File: config.mk
export PLATFORM = sky130hd
export DESIGN_NAME = serial_cfg_loader
export DESIGN_NICKNAME = d
export VERILOG_FILES = /design/src/rtl/scl_pkg.sv /design/src/rtl/scl_sync.sv /design/src/rtl/scl_shifter.sv /design/src/rtl/scl_seq.sv /design/src/rtl/serial_cfg_loader.sv
export SDC_FILE = /design/constraint.sdc
export NUM_CORES = 1
export LEC_CHECK = 0
export BUFFER_PORTS_ARGS = -buffer_cell sky130_fd_sc_hd__buf_4
export CORE_ASPECT_RATIO = 1.75
export CORE_MARGIN = 2
export CORE_UTILIZATION = 63
export DETAILED_ROUTE_END_ITERATION = 10
export PLACE_DENSITY = 0.86
export SLEW_MARGIN = 10
export SYNTH_ARGS = -nofsm -noshare
export SYNTH_HDL_FRONTEND = slang
export SYNTH_SLANG_ARGS = --single-unit
export TNS_END_PERCENT = 100
File: constraint.sdc
create_clock -name clk -period 3.6 [get_ports clk]
set_input_delay 0.18 -clock clk [delete_from_list [all_inputs] [get_ports clk]]
set_output_delay 0.18 -clock clk [all_outputs]
set_load 0.005 [all_outputs]
File: src/rtl/scl_pkg.sv
package scl_pkg;

    typedef enum logic [1:0] {
        ST_IDLE   = 2'd0,
        ST_PULSE  = 2'd1,
        ST_WAIT   = 2'd2,
        ST_STREAM = 2'd3
    } seq_st_e;

    typedef enum logic [1:0] {
        RES_NONE    = 2'b00,
        RES_OK      = 2'b01,
        RES_FAIL    = 2'b10,
        RES_PENDING = 2'b11
    } load_res_e;

endpackage

File: src/rtl/scl_sync.sv
module scl_sync #(
    parameter int W      = 2,
    parameter int STAGES = 2
) (
    input  logic         clk,
    input  logic         rst_n,
    input  logic [W-1:0] async_i,
    output logic [W-1:0] sync_o
);
    logic [W-1:0] stage_d [STAGES];
    logic [W-1:0] stage_q [STAGES];

    generate
        for (genvar s = 0; s < STAGES; s++) begin : g_stage
            if (s == 0) begin : g_first
                always_comb stage_d[s] = async_i;
            end else begin : g_next
                always_comb stage_d[s] = stage_q[s-1];
            end
            always_ff @(posedge clk or negedge rst_n) begin
                if (!rst_n) stage_q[s] <= '0;
                else        stage_q[s] <= stage_d[s];
            end
        end
    endgenerate

    assign sync_o = stage_q[STAGES-1];
endmodule

File: src/rtl/scl_shifter.sv
module scl_shifter #(
    parameter int DCLK_DIV = 2
) (
    input  logic       clk,
    input  logic       rst_n,
    input  logic       load_i,
    input  logic [7:0] byte_i,
    output logic       dclk_o,
    output logic       data_o,
    output logic       busy_o,
    output logic       fin_o
);
    localparam int DW = (DCLK_DIV < 2) ? 1 : $clog2(DCLK_DIV);

    typedef struct packed {
        logic [7:0]    sh;
        logic [2:0]    bitn;
        logic [DW-1:0] div;
        logic          dclk;
        logic          busy;
        logic          fin;
    } sh_s;

    sh_s sh_d, sh_q;

    always_comb begin
        sh_d     = sh_q;
        sh_d.fin = 1'b0;
        if (load_i && !sh_q.busy) begin
            sh_d.sh   = byte_i;
            sh_d.bitn = '0;
            sh_d.div  = '0;
            sh_d.dclk = 1'b0;
            sh_d.busy = 1'b1;
        end else if (sh_q.busy) begin
            if (sh_q.div == DW'(DCLK_DIV - 1)) begin
                sh_d.div = '0;
                if (!sh_q.dclk) begin
                    sh_d.dclk = 1'b1;
                end else begin
                    sh_d.dclk = 1'b0;
                    if (sh_q.bitn == 3'd7) begin
                        sh_d.busy = 1'b0;
                        sh_d.fin  = 1'b1;
                    end else begin
                        sh_d.bitn = sh_q.bitn + 3'd1;
                        sh_d.sh   = {1'b0, sh_q.sh[7:1]};
                    end
                end
            end else begin
                sh_d.div = sh_q.div + DW'(1);
            end
        end
    end

    always_ff @(posedge clk or negedge rst_n) begin
        if (!rst_n) sh_q <= '0;
        else        sh_q <= sh_d;
    end

    assign dclk_o = sh_q.dclk;
    assign data_o = sh_q.sh[0];
    assign busy_o = sh_q.busy;
    assign fin_o  = sh_q.fin;
endmodule

File: src/rtl/scl_seq.sv
module scl_seq
    import scl_pkg::*;
#(
    parameter int HOLD_CYC   = 40,
    parameter int CNT_W      = 16,
    parameter int TO_W       = 20,
    parameter bit HAS_TARGET = 1'b1
) (
    input  logic             clk,
    input  logic             rst_n,
    input  logic             start_i,
    input  logic [CNT_W-1:0] byte_count_i,
    input  logic [TO_W-1:0]  timeout_i,
    input  logic             stat_ok_i,
    input  logic             done_i,
    input  logic             check_i,
    input  logic             s_valid_i,
    input  logic             sh_busy_i,
    output logic             s_ready_o,
    output logic             load_o,
    output logic             cfg_n_o,
    output logic             busy_o,
    output logic             xfer_done_o,
    output logic             timeout_err_o,
    output logic             result_valid_o,
    output logic [1:0]       result_o
);
    localparam int HW = (HOLD_CYC < 2) ? 1 : $clog2(HOLD_CYC);

    typedef struct packed {
        seq_st_e          st;
        logic [HW-1:0]    hcnt;
        logic [TO_W-1:0]  wcnt;
        logic [TO_W-1:0]  tlim;
        logic [CNT_W-1:0] rem;
        logic             cfg_n;
        logic             busy;
        logic             err;
        logic             xdone;
        logic             rvalid;
        load_res_e        res;
    } seq_s;

    seq_s seq_d, seq_q;
    logic ready_c;
    logic take_c;

    always_comb begin
        ready_c = (seq_q.st == ST_STREAM) && !sh_busy_i && (seq_q.rem != '0);
        take_c  = ready_c && s_valid_i;
    end

    always_comb begin
        seq_d        = seq_q;
        seq_d.xdone  = 1'b0;
        seq_d.rvalid = 1'b0;
        unique case (seq_q.st)
            ST_IDLE: begin
                if (start_i) begin
                    seq_d.st    = ST_PULSE;
                    seq_d.hcnt  = '0;
                    seq_d.wcnt  = '0;
                    seq_d.tlim  = timeout_i;
                    seq_d.rem   = byte_count_i;
                    seq_d.cfg_n = 1'b0;
                    seq_d.busy  = 1'b1;
                    seq_d.err   = 1'b0;
                end else if (check_i) begin
                    seq_d.rvalid = 1'b1;
                    if (!HAS_TARGET)     seq_d.res = RES_OK;
                    else if (!stat_ok_i) seq_d.res = RES_FAIL;
                    else if (done_i)     seq_d.res = RES_OK;
                    else                 seq_d.res = RES_PENDING;
                end
            end
            ST_PULSE: begin
                if (seq_q.hcnt == HW'(HOLD_CYC - 1)) begin
                    seq_d.cfg_n = 1'b1;
                    seq_d.st    = HAS_TARGET ? ST_WAIT : ST_STREAM;
                end else begin
                    seq_d.hcnt = seq_q.hcnt + HW'(1);
                end
            end
            ST_WAIT: begin
                if (stat_ok_i) begin
                    seq_d.st = ST_STREAM;
                end else if (seq_q.wcnt == seq_q.tlim) begin
                    seq_d.st   = ST_IDLE;
                    seq_d.err  = 1'b1;
                    seq_d.busy = 1'b0;
                end else begin
                    seq_d.wcnt = seq_q.wcnt + TO_W'(1);
                end
            end
            ST_STREAM: begin
                if (take_c) begin
                    seq_d.rem = seq_q.rem - CNT_W'(1);
                end else if (seq_q.rem == '0 && !sh_busy_i) begin
                    seq_d.st    = ST_IDLE;
                    seq_d.busy  = 1'b0;
                    seq_d.xdone = 1'b1;
                end
            end
            default: seq_d.st = ST_IDLE;
        endcase
    end

    always_ff @(posedge clk or negedge rst_n) begin
        if (!rst_n) begin
            seq_q       <= '0;
            seq_q.st    <= ST_IDLE;
            seq_q.cfg_n <= 1'b1;
            seq_q.res   <= RES_NONE;
        end else begin
            seq_q <= seq_d;
        end
    end

    assign s_ready_o      = ready_c;
    assign load_o         = take_c;
    assign cfg_n_o        = seq_q.cfg_n;
    assign busy_o         = seq_q.busy;
    assign xfer_done_o    = seq_q.xdone;
    assign timeout_err_o  = seq_q.err;
    assign result_valid_o = seq_q.rvalid;
    assign result_o       = seq_q.res;
endmodule

File: src/rtl/serial_cfg_loader.sv
module serial_cfg_loader #(
    parameter int CLK_HZ     = 50_000_000,
    parameter int HOLD_US    = 40,
    parameter int DCLK_DIV   = 2,
    parameter int CNT_W      = 16,
    parameter int TO_W       = 20,
    parameter bit HAS_TARGET = 1'b1
) (
    input  logic             clk,
    input  logic             rst_n,
    input  logic             start,
    input  logic [CNT_W-1:0] byte_count,
    input  logic [TO_W-1:0]  timeout_cycles,
    input  logic             s_valid,
    input  logic [7:0]       s_data,
    output logic             s_ready,
    input  logic             check,
    output logic             cfg_n_o,
    output logic             dclk_o,
    output logic             data_o,
    input  logic             stat_n_i,
    input  logic             done_i,
    output logic             busy,
    output logic             xfer_done,
    output logic             timeout_err,
    output logic             result_valid,
    output logic [1:0]       result
);
    localparam int HOLD_CYC = (CLK_HZ / 1_000_000) * HOLD_US;

    logic [1:0] sync_w;
    logic       load_w;
    logic       sh_busy_w;
    logic       sh_fin_w;

    scl_sync #(.W(2), .STAGES(2)) u_sync (
        .clk     (clk),
        .rst_n   (rst_n),
        .async_i ({done_i, stat_n_i}),
        .sync_o  (sync_w)
    );

    scl_seq #(
        .HOLD_CYC   (HOLD_CYC),
        .CNT_W      (CNT_W),
        .TO_W       (TO_W),
        .HAS_TARGET (HAS_TARGET)
    ) u_seq (
        .clk            (clk),
        .rst_n          (rst_n),
        .start_i        (start),
        .byte_count_i   (byte_count),
        .timeout_i      (timeout_cycles),
        .stat_ok_i      (sync_w[0]),
        .done_i         (sync_w[1]),
        .check_i        (check),
        .s_valid_i      (s_valid),
        .sh_busy_i      (sh_busy_w | sh_fin_w),
        .s_ready_o      (s_ready),
        .load_o         (load_w),
        .cfg_n_o        (cfg_n_o),
        .busy_o         (busy),
        .xfer_done_o    (xfer_done),
        .timeout_err_o  (timeout_err),
        .result_valid_o (result_valid),
        .result_o       (result)
    );

    scl_shifter #(.DCLK_DIV(DCLK_DIV)) u_shift (
        .clk    (clk),
        .rst_n  (rst_n),
        .load_i (load_w),
        .byte_i (s_data),
        .dclk_o (dclk_o),
        .data_o (data_o),
        .busy_o (sh_busy_w),
        .fin_o  (sh_fin_w)
    );
endmodule

======== Yosys cells after proc, flatten, opt, wreduce, memory -nomap -nowiden ========
Index checks and enable logic that the tools add are counted.
storage, ports and cells
  register bits ........................... 95
  latch bits .............................. 0
  bits in writable memories ............... 0
  ROM bits ................................ 0
  bits of input ports ..................... 51
  logic and storage cells ................. 112
  memories ................................ 0
operators by class
  add/subtract/negate cells ............... 5
  multiply operators ...................... 0
  divide/modulo/power cells ............... 0
  magnitude comparators ................... 0
  equality and inequality tests ........... 17
  shift-type cells ........................ 0
  mux-type cells .......................... 41
  bitwise logic cells ..................... 2
  reduce and logical (&&, ||, !) cells .... 28
operator list
  kind                   count
  $mux 72                1
  $mux 11                4
  $mux 20                2
  $pmux 20 s2            1
  $pmux 16 s2            1
  $mux 2                 11
  $pmux 11 s2            1
  $add 20x1->20 const B  1
  $eq 20x20->1           1
  $logic_not 16->1       1
  $mux 16                1
  $reduce_bool 16->1     1
  $sub 16x1->16 const B  1
  $mux 15                1
  $mux 14                1
  $mux 3                 4
  $ne 2x2->1 const B     6
  $reduce_and 3->1       4
  $reduce_and 4->1       3
  $reduce_bool 2->1      6
  $add 11x1->11 const B  1
  $eq 11x11->1 const B   1
  $mux 1                 9
  $ne 2x1->1 const B     4
  other kinds (18)       26

======== Longest topological paths before layout ========
Gate-level depths: netlist of run 1.
  depth in word-level cells ............... 8
  depth in mapped cells ................... 9

======== By module ========
From an unflattened synthesis of run 1, not the netlist that was laid out.
second synthesis, totals
  cells, all modules ...................... 527
  area, all modules ....................... 5163.7 um2
modules (own cells, without submodules)
  module             instances  cells an instance  area an instance (um2)
  scl_seq            1          455                4361.7
  scl_shifter        1          67                 695.7
  scl_sync           1          4                  100.1
  serial_cfg_loader  1          1                  6.3

======== Worst setup path before layout of run 1 ========
OpenSTA, ideal clock, no wires.
  path kind ............................... register -> register
  from .................................... reg u_seq.seq_q[7] (netlist name)
  to ...................................... reg u_seq.seq_q[8] (netlist name)
  arrival ................................. 2029 ps
  data required time ...................... 3469 ps
  path slack .............................. 1440 ps
  cell stages (with the launch flop) ...... 10
  clock period less this slack ............ 2160 ps
  cells stage by stage .................... dfrtp_1 -> inv_1 -> ha_1 -> or4b_4 -> and4bb_2 -> a21oi_2 -> nor2_2 -> buf_6 -> buf_12 -> a21oi_2
on the way
  longest elaborated chain between the ends .. 5
  elaborated cells on any way between the ends .. 8
  those cells by class .................... 1 x add/sub; 1 x eq/ne; 2 x mux; 4 x reduce/logical
RTL lines
  item                                                   RTL line        text
  start, declared                                        scl_seq.sv:44   seq_s seq_d, seq_q;
  start signal, assigned                                 scl_seq.sv:115  seq_q <= seq_d;
  branches (longest 5 deep; another with $sub 16x1->16)  --
Several ways; the timed one is not identified. The select of a mux whose other input is x is not followed.
A chain may end at the register's enable or synchronous reset.

======== Worst setup path in the final report of run 1 ========
  from .................................... reg u_seq.seq_q[7] (netlist name)
  to ...................................... reg u_seq.seq_q[9] (netlist name)
Same word-level chain as after synthesis.

==> results.cfg, run 1 <==
[run_status]
status = complete, no violations

[sta]
setup_viol = 0
fin_worst_skew_ns = 0.00823
finalSetupTns_ns = 0
slew_violations = 0
post-route-period-util_pct = 74.4
rsz0062_at_grt = false
clock.fmax_ghz = 0.374
max-slew-margin-rel_pct = 42.6
final-hold-violation-count = 0
min_period_ns = 2.68
whs_ns = 0.0211
tightest_slew_ns = 0.861

[clock_network]
clockRootBuffer = clkbuf_16
cts_tree = built
path_clk_slew_ns = 0.07
htree_levels = 3
cts-buffers-inserted = 9
max-clock-path-buffers = 2
cts_sinks = 95
ctsResizeCount = 0
insertion_delay_ns = 0.35

[die]
die_area_um2 = 8620
ios = 61
coreArea_um2 = 7620
fp.dieH_um = 121
die_w_um = 71.1
start_util_pct = 65.1
fp-row-count = 42

[critical_path]
critPathRequiredTime_ns = 3.86
crit_path_end_kind = flip-flop
critPathLaunch = u_seq.seq_q[7]
crit_path_max_fanout = 29
critical_path_buf_inv_count = 2
r2r_start = u_seq.seq_q[7]
slowest_delay_ns = 0.52
cp.arrival_ns = 2.93
crit_family = simple AND/OR/NAND/NOR gates
worstSetupPathType = flip-flop to flip-flop
cp_slowest_cell = or4b_4
crit_path_start_kind = flip-flop
crit_chain = inv_1 > ha_1 > or4b_4 > and4bb_2 > a21oi_2 > nor2_2 > buf_4 > o21ai_0 > o21ai_0
worst_path_most_repeated_cell = o21ai_0

[layout]
fin_area_um2 = 5740
fillers = 554
drive_gt1_share_pct = 17.5
mostFrequentLayoutCells = 115 x nand2_1, 94 x dfrtp_1, 67 x buf_4, 46 x nor2_1, 18 x o21ai_0
fin_cells = 689
nets = 652
insertedDiodeCount = 0
area_delta_synth_final_pct = 15.7
final_common_cell = nand2_1

[pwr]
p_sw_w = 0.00196
ir_drop_mv = 0.520
p_clk_share_pct = 20.3
intPower_w = 0.00280
seqPwrFrac_pct = 41.1
pwr-share-comb_pct = 38.6
p_leak_nw = 2.64
power-per-cell-area_nw_per_um2 = 830
netSwitchingFraction_pct = 41.2

[synth]
synth_compound_area_share_pct = 17.8
syn-num-nets = 603
synth-async-reset-ratio_pct = 100
ys_ff_latch = 95
synth_top_family_by_area = simple AND/OR/NAND/NOR gates
synth_area_um2 = 4960
muxShareOfSynthArea_pct = 0.429
synth_warnings = 0
synth_xor_area_share_pct = 5.12
ys.flop_type = dfrtp_1
synth_edf_count = 0
synth.distinct_cells = 61
yosysSeqAreaShare_pct = 48.0
synth.avg_cell_area_um2 = 9.06
synth_cells = 547
synthSimpleGateAreaFrac_pct = 22.9
synthAdderAreaFrac_pct = 1.26

[worst_hold_path]
min_from = timeout_cycles[13]
hold_path.class = primary input to flip-flop

[global_routing]
grt_start_max_net_pins = 71
grt_pass1_vias = 4292
grt_antenna_before_repair = 0
grt_pass1_wl_um = 20000
gr-usage-all-layers_pct = 29.6
grt.overflow.total = 0

[placed_design]
dp.cells = 670
dpl_cell_area_um2 = 5410
gp_congestion = 0.926
port_buffers = 60
dp_hpwl_um = 8290

[drt]
dr.pass1.iters = 5
wirelength_um = 11800
wl_per_cell_um = 17.2
drt_iter0_drc = 414
via_per_inst = 6.26
num_vias = 4315
remaining_drc_errors = 0
postRouteAntennaNets = 0

[run]
drv_cap = 0
==> power by group through the flow <==
stage,Clock [W],Combinational [W],Sequential [W]
after detailed placement,0,0.00181,0.00196
after floorplan,0,0.00147,0.00179
after CTS,0.000974,0.00183,0.00195
after global placement,0,0.00173,0.00193
final,0.000966,0.00184,0.00196
after global routing,0.00102,0.00205,0.00202
==> logic make-up after synthesis <==
family,Yosys count
buffers and inverters,47
AND/OR/NAND/NOR,243
multiplexers,2
adder cells (fa/ha/maj),5
AO/OA/AOI/OAI,126
flip-flops,95
XOR/XNOR,29
==> synthesized netlist by cell type (all sizes together) (2+ instances only) <==
cell | instances | area, um^2
nand3 | 15 | 75.1
dfrtp | 94 | 2350
nor4b | 2 | 17.5
a22oi | 12 | 90.1
nor4 | 8 | 50.1
buf | 12 | 93.8
o41a | 2 | 22.5
nand4 | 9 | 56.3
clkbuf | 20 | 75.1
and2 | 6 | 37.5
nor2b | 2 | 12.5
nor2 | 49 | 189
or3 | 5 | 31.3
ha | 5 | 62.6
a21o | 2 | 15.0
o211ai | 6 | 45.0
o21ai | 38 | 220
inv | 15 | 56.3
nand2 | 115 | 432
a31oi | 10 | 62.6
xor2 | 15 | 131
o31ai | 12 | 104
xnor2 | 14 | 123
a2bb2oi | 2 | 17.5
nor3 | 6 | 40.0
or4 | 5 | 37.5
and3 | 10 | 62.6
a21oi | 19 | 103
nand2b | 4 | 25.0
a211o | 2 | 17.5
o311ai | 10 | 87.6
==> layout make-up <==
type,count,area [um^2],share of cell area (%)
repair buffers,70,533,9.29
inverters,15,56.3,0.981
clock inverters,4,55.1,0.960
multi-input cells,405,2360,41.1
clock buffers,12,246,4.30
well taps,88,110,1.92
flip-flops and latches,95,2380,41.5
==> final timing paths <==
path                       cells past startpoint  slack (ns)               end
max in group asynchronous                      3        2.24   u_seq.seq_q[49]
min reg2reg                                    0        0.36  u_sync.sync_o[1]
max reg2reg                                    9        0.92    u_seq.seq_q[9]
min in group asynchronous                      2        0.48   u_seq.seq_q[37]
min                                            3        0.02   u_seq.seq_q[36]
max                                            9        0.92    u_seq.seq_q[9]
==> per-layer routing <==
metal,part of all wire (%),GRT usage (%),vias to the layer above,wire (um)
met5,0,0,-,0
met4,4.2,16.2,0,501
met3,4.0,4.07,38,478
met2,55,53.4,157,6520
met1,37,32.9,2092,4330
li1,-,-,2028,-
==> state kept, by name, summed over array words and instances (netlist names), 2 cells and up <==
| register | flops |
|---|---|
| u_seq.result_o | 2 |
| u_shift.sh_q | 11 |
| u_sync.sync_o | 2 |
| u_sync.stage_d | 2 |
| u_seq.seq_q | 69 |
==> through the flow <==
step | utilization, % | setup slack, ns | power (W)
floorplan | - | 1.44 | 0.00325
global placement | 70.9 | 1.13 | 0.00366
detailed placement | 70.9 | 1.04 | 0.00376
CTS | 75.3 | 0.960 | 0.00475
global route | 75.3 | 0.778 | 0.00509
finish | 75.3 | 0.923 | 0.00476
==> timing repair <==
action / 4_1_cts / 5_1_grt
setup buffers: 0 / 0
hold buffers: 3 / 0
hold endpoints to repair: 70 / 0
==> worst reg2reg max path: stages, from the launching register on <==
cell and delay (ns):
dfrtp_1 0.38, inv_1 0.11, ha_1 0.26, or4b_4 0.52, and4bb_2 0.36, a21oi_2 0.18
nor2_2 0.17, buf_4 0.33, o21ai_0 0.17, o21ai_0 0.11
No activity file was read; power rests on OpenSTA's default activity.
==> inputs of run 2 (changes only) <==
--- a/config.mk
+++ b/config.mk
@@ -8,9 +8,9 @@
 export BUFFER_PORTS_ARGS = -buffer_cell sky130_fd_sc_hd__buf_4
 export CORE_ASPECT_RATIO = 1.75
 export CORE_MARGIN = 2
-export CORE_UTILIZATION = 63
+export CORE_UTILIZATION = 53
 export DETAILED_ROUTE_END_ITERATION = 10
-export PLACE_DENSITY = 0.86
+export PLACE_DENSITY = 0.77
 export SLEW_MARGIN = 10
 export SYNTH_ARGS = -nofsm -noshare
 export SYNTH_HDL_FRONTEND = slang
==> constraint.sdc (replaced) <==
create_clock -name clk -period 2.3 [get_ports clk]
set_input_delay 0.115 -clock clk [delete_from_list [all_inputs] [get_ports clk]]
set_output_delay 0.115 -clock clk [all_outputs]
set_load 0.005 [all_outputs]
==> results.cfg, run 2 (same netlist as run 1, synthesis figures left out) <==
[die]
fp.dieH_um = 132
ios = 61
die_w_um = 77.1
start_util_pct = 54.5
fp-row-count = 46
coreArea_um2 = 9090
die_area_um2 = 10200

[drt]
remaining_drc_errors = 0
dr.pass1.iters = 4
postRouteAntennaNets = 0
drt_iter0_drc = 371
via_per_inst = 5.79
wirelength_um = 12800
wl_per_cell_um = 16.6
num_vias = 4476

[worst_hold_path]
hold_path.class = primary input to flip-flop

[sta]
finalSetupTns_ns = 0
setup_viol = 0
slew_violations = 0
tightest_slew_ns = 0.689
whs_ns = 0.0156
post-route-period-util_pct = 98.7
final-hold-violation-count = 0
max-slew-margin-rel_pct = 54.1
min_period_ns = 2.27
clock.fmax_ghz = 0.441
fin_worst_skew_ns = 0.00872

[critical_path]
crit_chain = inv_2 > ha_4 > or4b_4 > and4bb_2 > and2_4 > nor4_4 > buf_4
r2r-end = u_shift.dclk_o
slowest_delay_ns = 0.46
crit_path_end_kind = primary output
path_depth = 7
cp.arrival_ns = 2.15
worstSetupPathType = flip-flop to primary output
crit_path_max_fanout = 5
crit_family = simple AND/OR/NAND/NOR gates
critPathLaunch = u_seq.seq_q[8]
crit_path_start_kind = flip-flop
r2r_cells = 9
cp-endpoint = s_ready
r2r_setup_slack_ns = 0.09
r2r_start = u_seq.seq_q[8]
cp_slowest_cell = or4b_4
critPathRequiredTime_ns = 2.18
critical_path_buf_inv_count = 2

[layout]
area_delta_synth_final_pct = 27.2
nets = 704
reg_top3 = u_seq.seq_q x69, u_shift.sh_q x11
final_common_cell = nand2_1
seq_area_um2 = 2380
multiInputGateArea_um2 = 2390
mostFrequentLayoutCells = 115 x nand2_1, 94 x dfrtp_1, 91 x buf_4, 46 x nor2_1, 29 x dlygate4sd3_1
fin_area_um2 = 6310
largest-register = u_seq.seq_q
largest_register_ffs = 69
fin_cells = 773
insertedDiodeCount = 0
drive_gt1_share_pct = 21.0
fillers = 718

[pwr]
pwr-share-comb_pct = 40.8
p_leak_nw = 2.90
p_clk_share_pct = 20.1
seqPwrFrac_pct = 39.1
netSwitchingFraction_pct = 40.0
intPower_w = 0.00470
ir_drop_mv = 0.826
power-per-cell-area_nw_per_um2 = 1240
p_sw_w = 0.00314
total_power_w = 0.00784

[clock_network]
max-clock-path-buffers = 2
htree_levels = 3
cts-buffers-inserted = 9
clockRootBuffer = clkbuf_16
cts_tree = built
cts_sinks = 95
insertion_delay_ns = 0.34
path_clk_slew_ns = 0.07

[global_routing]
grt_antenna_before_repair = 0
gr-usage-all-layers_pct = 26.4
grt.overflow.total = 0
grt_start_max_net_pins = 55
grt_pass1_vias = 4592
grt_pass1_wl_um = 21600

[placed_design]
gp_congestion = 0.880
dpl_cell_area_um2 = 5630
dp_hpwl_um = 8830
port_buffers = 60
dp.cells = 723

[run_status]
status = complete, no violations

[run]
drv_cap = 0
-- run 2: how the worst min path moves through the flow --
stage | start | endpoint | slack (ns) | cells past startpoint
3_3_place_gp | rst_n | u_seq.seq_q[60] | 0.20 | 1
2_1_floorplan | rst_n | u_seq.busy_o | -0.18 | 0
6_report | s_data[2] | u_shift.sh_q[9] | 0.02 | 3
4_1_cts | s_data[6] | u_shift.sh_q[13] | 0.003 | 3
5_1_grt | s_data[2] | u_shift.sh_q[9] | 0.02 | 3
3_5_place_dp | rst_n | u_seq.seq_q[44] | 0.21 | 1
-- run 2: layout make-up --
type	count	area share, %
inverter	15	0.893
multi-input combinational	405	37.9
sequential	95	37.7
tap	120	2.38
timing repair buffer	122	16.1
clock inverter	3	0.754
clock buffer	13	4.28
-- run 2: routing by layer --
metal / part of all wire, % / wire, um / GRT usage [%] / up-vias
met3: 3.4 / 441 / 3.70 / 27
met2: 56 / 7140 / 48.6 / 126
li1: - / - / - / 2133
met5: 0 / 0 / 0 / -
met1: 38 / 4880 / 30.0 / 2190
met4: 2.7 / 348 / 11.4 / 0
-- run 2: stage by stage --
step	setup WS [ns]	util (%)
after floorplan	0.140	-
final	0.0309	69.4
after CTS	0.00324	68.7
after detailed placement	0.0181	61.9
after global routing	-0.0332	69.4
after global placement	0.0936	61.9
-- run 2: tightest hold or removal path: cells and delay by family --
| kind | cells | cell delay [ns] |
|---|---|---|
| AND/OR/NAND/NOR | 1 | 0.06 |
| buffers and inverters | 1 | 0.08 |
| AO/OA/AOI/OAI | 1 | 0.07 |
-- run 2: power by group through the flow --
stage	Clock (W)	Combinational, W	Sequential (W)
after floorplan	0	0.00230	0.00280
after global placement	0	0.00291	0.00303
after detailed placement	0	0.00304	0.00306
after CTS	0.00161	0.00312	0.00304
after global routing	0.00168	0.00362	0.00314
final	0.00158	0.00320	0.00307
-- run 2: what timing repair did --
action                     CTS  global route
buffers inserted             1             4
hold buffers                29             0
resized for setup            1             7
hold endpoints to repair    78             0
setup endpoints to repair    2            23
pin swaps                    1             3
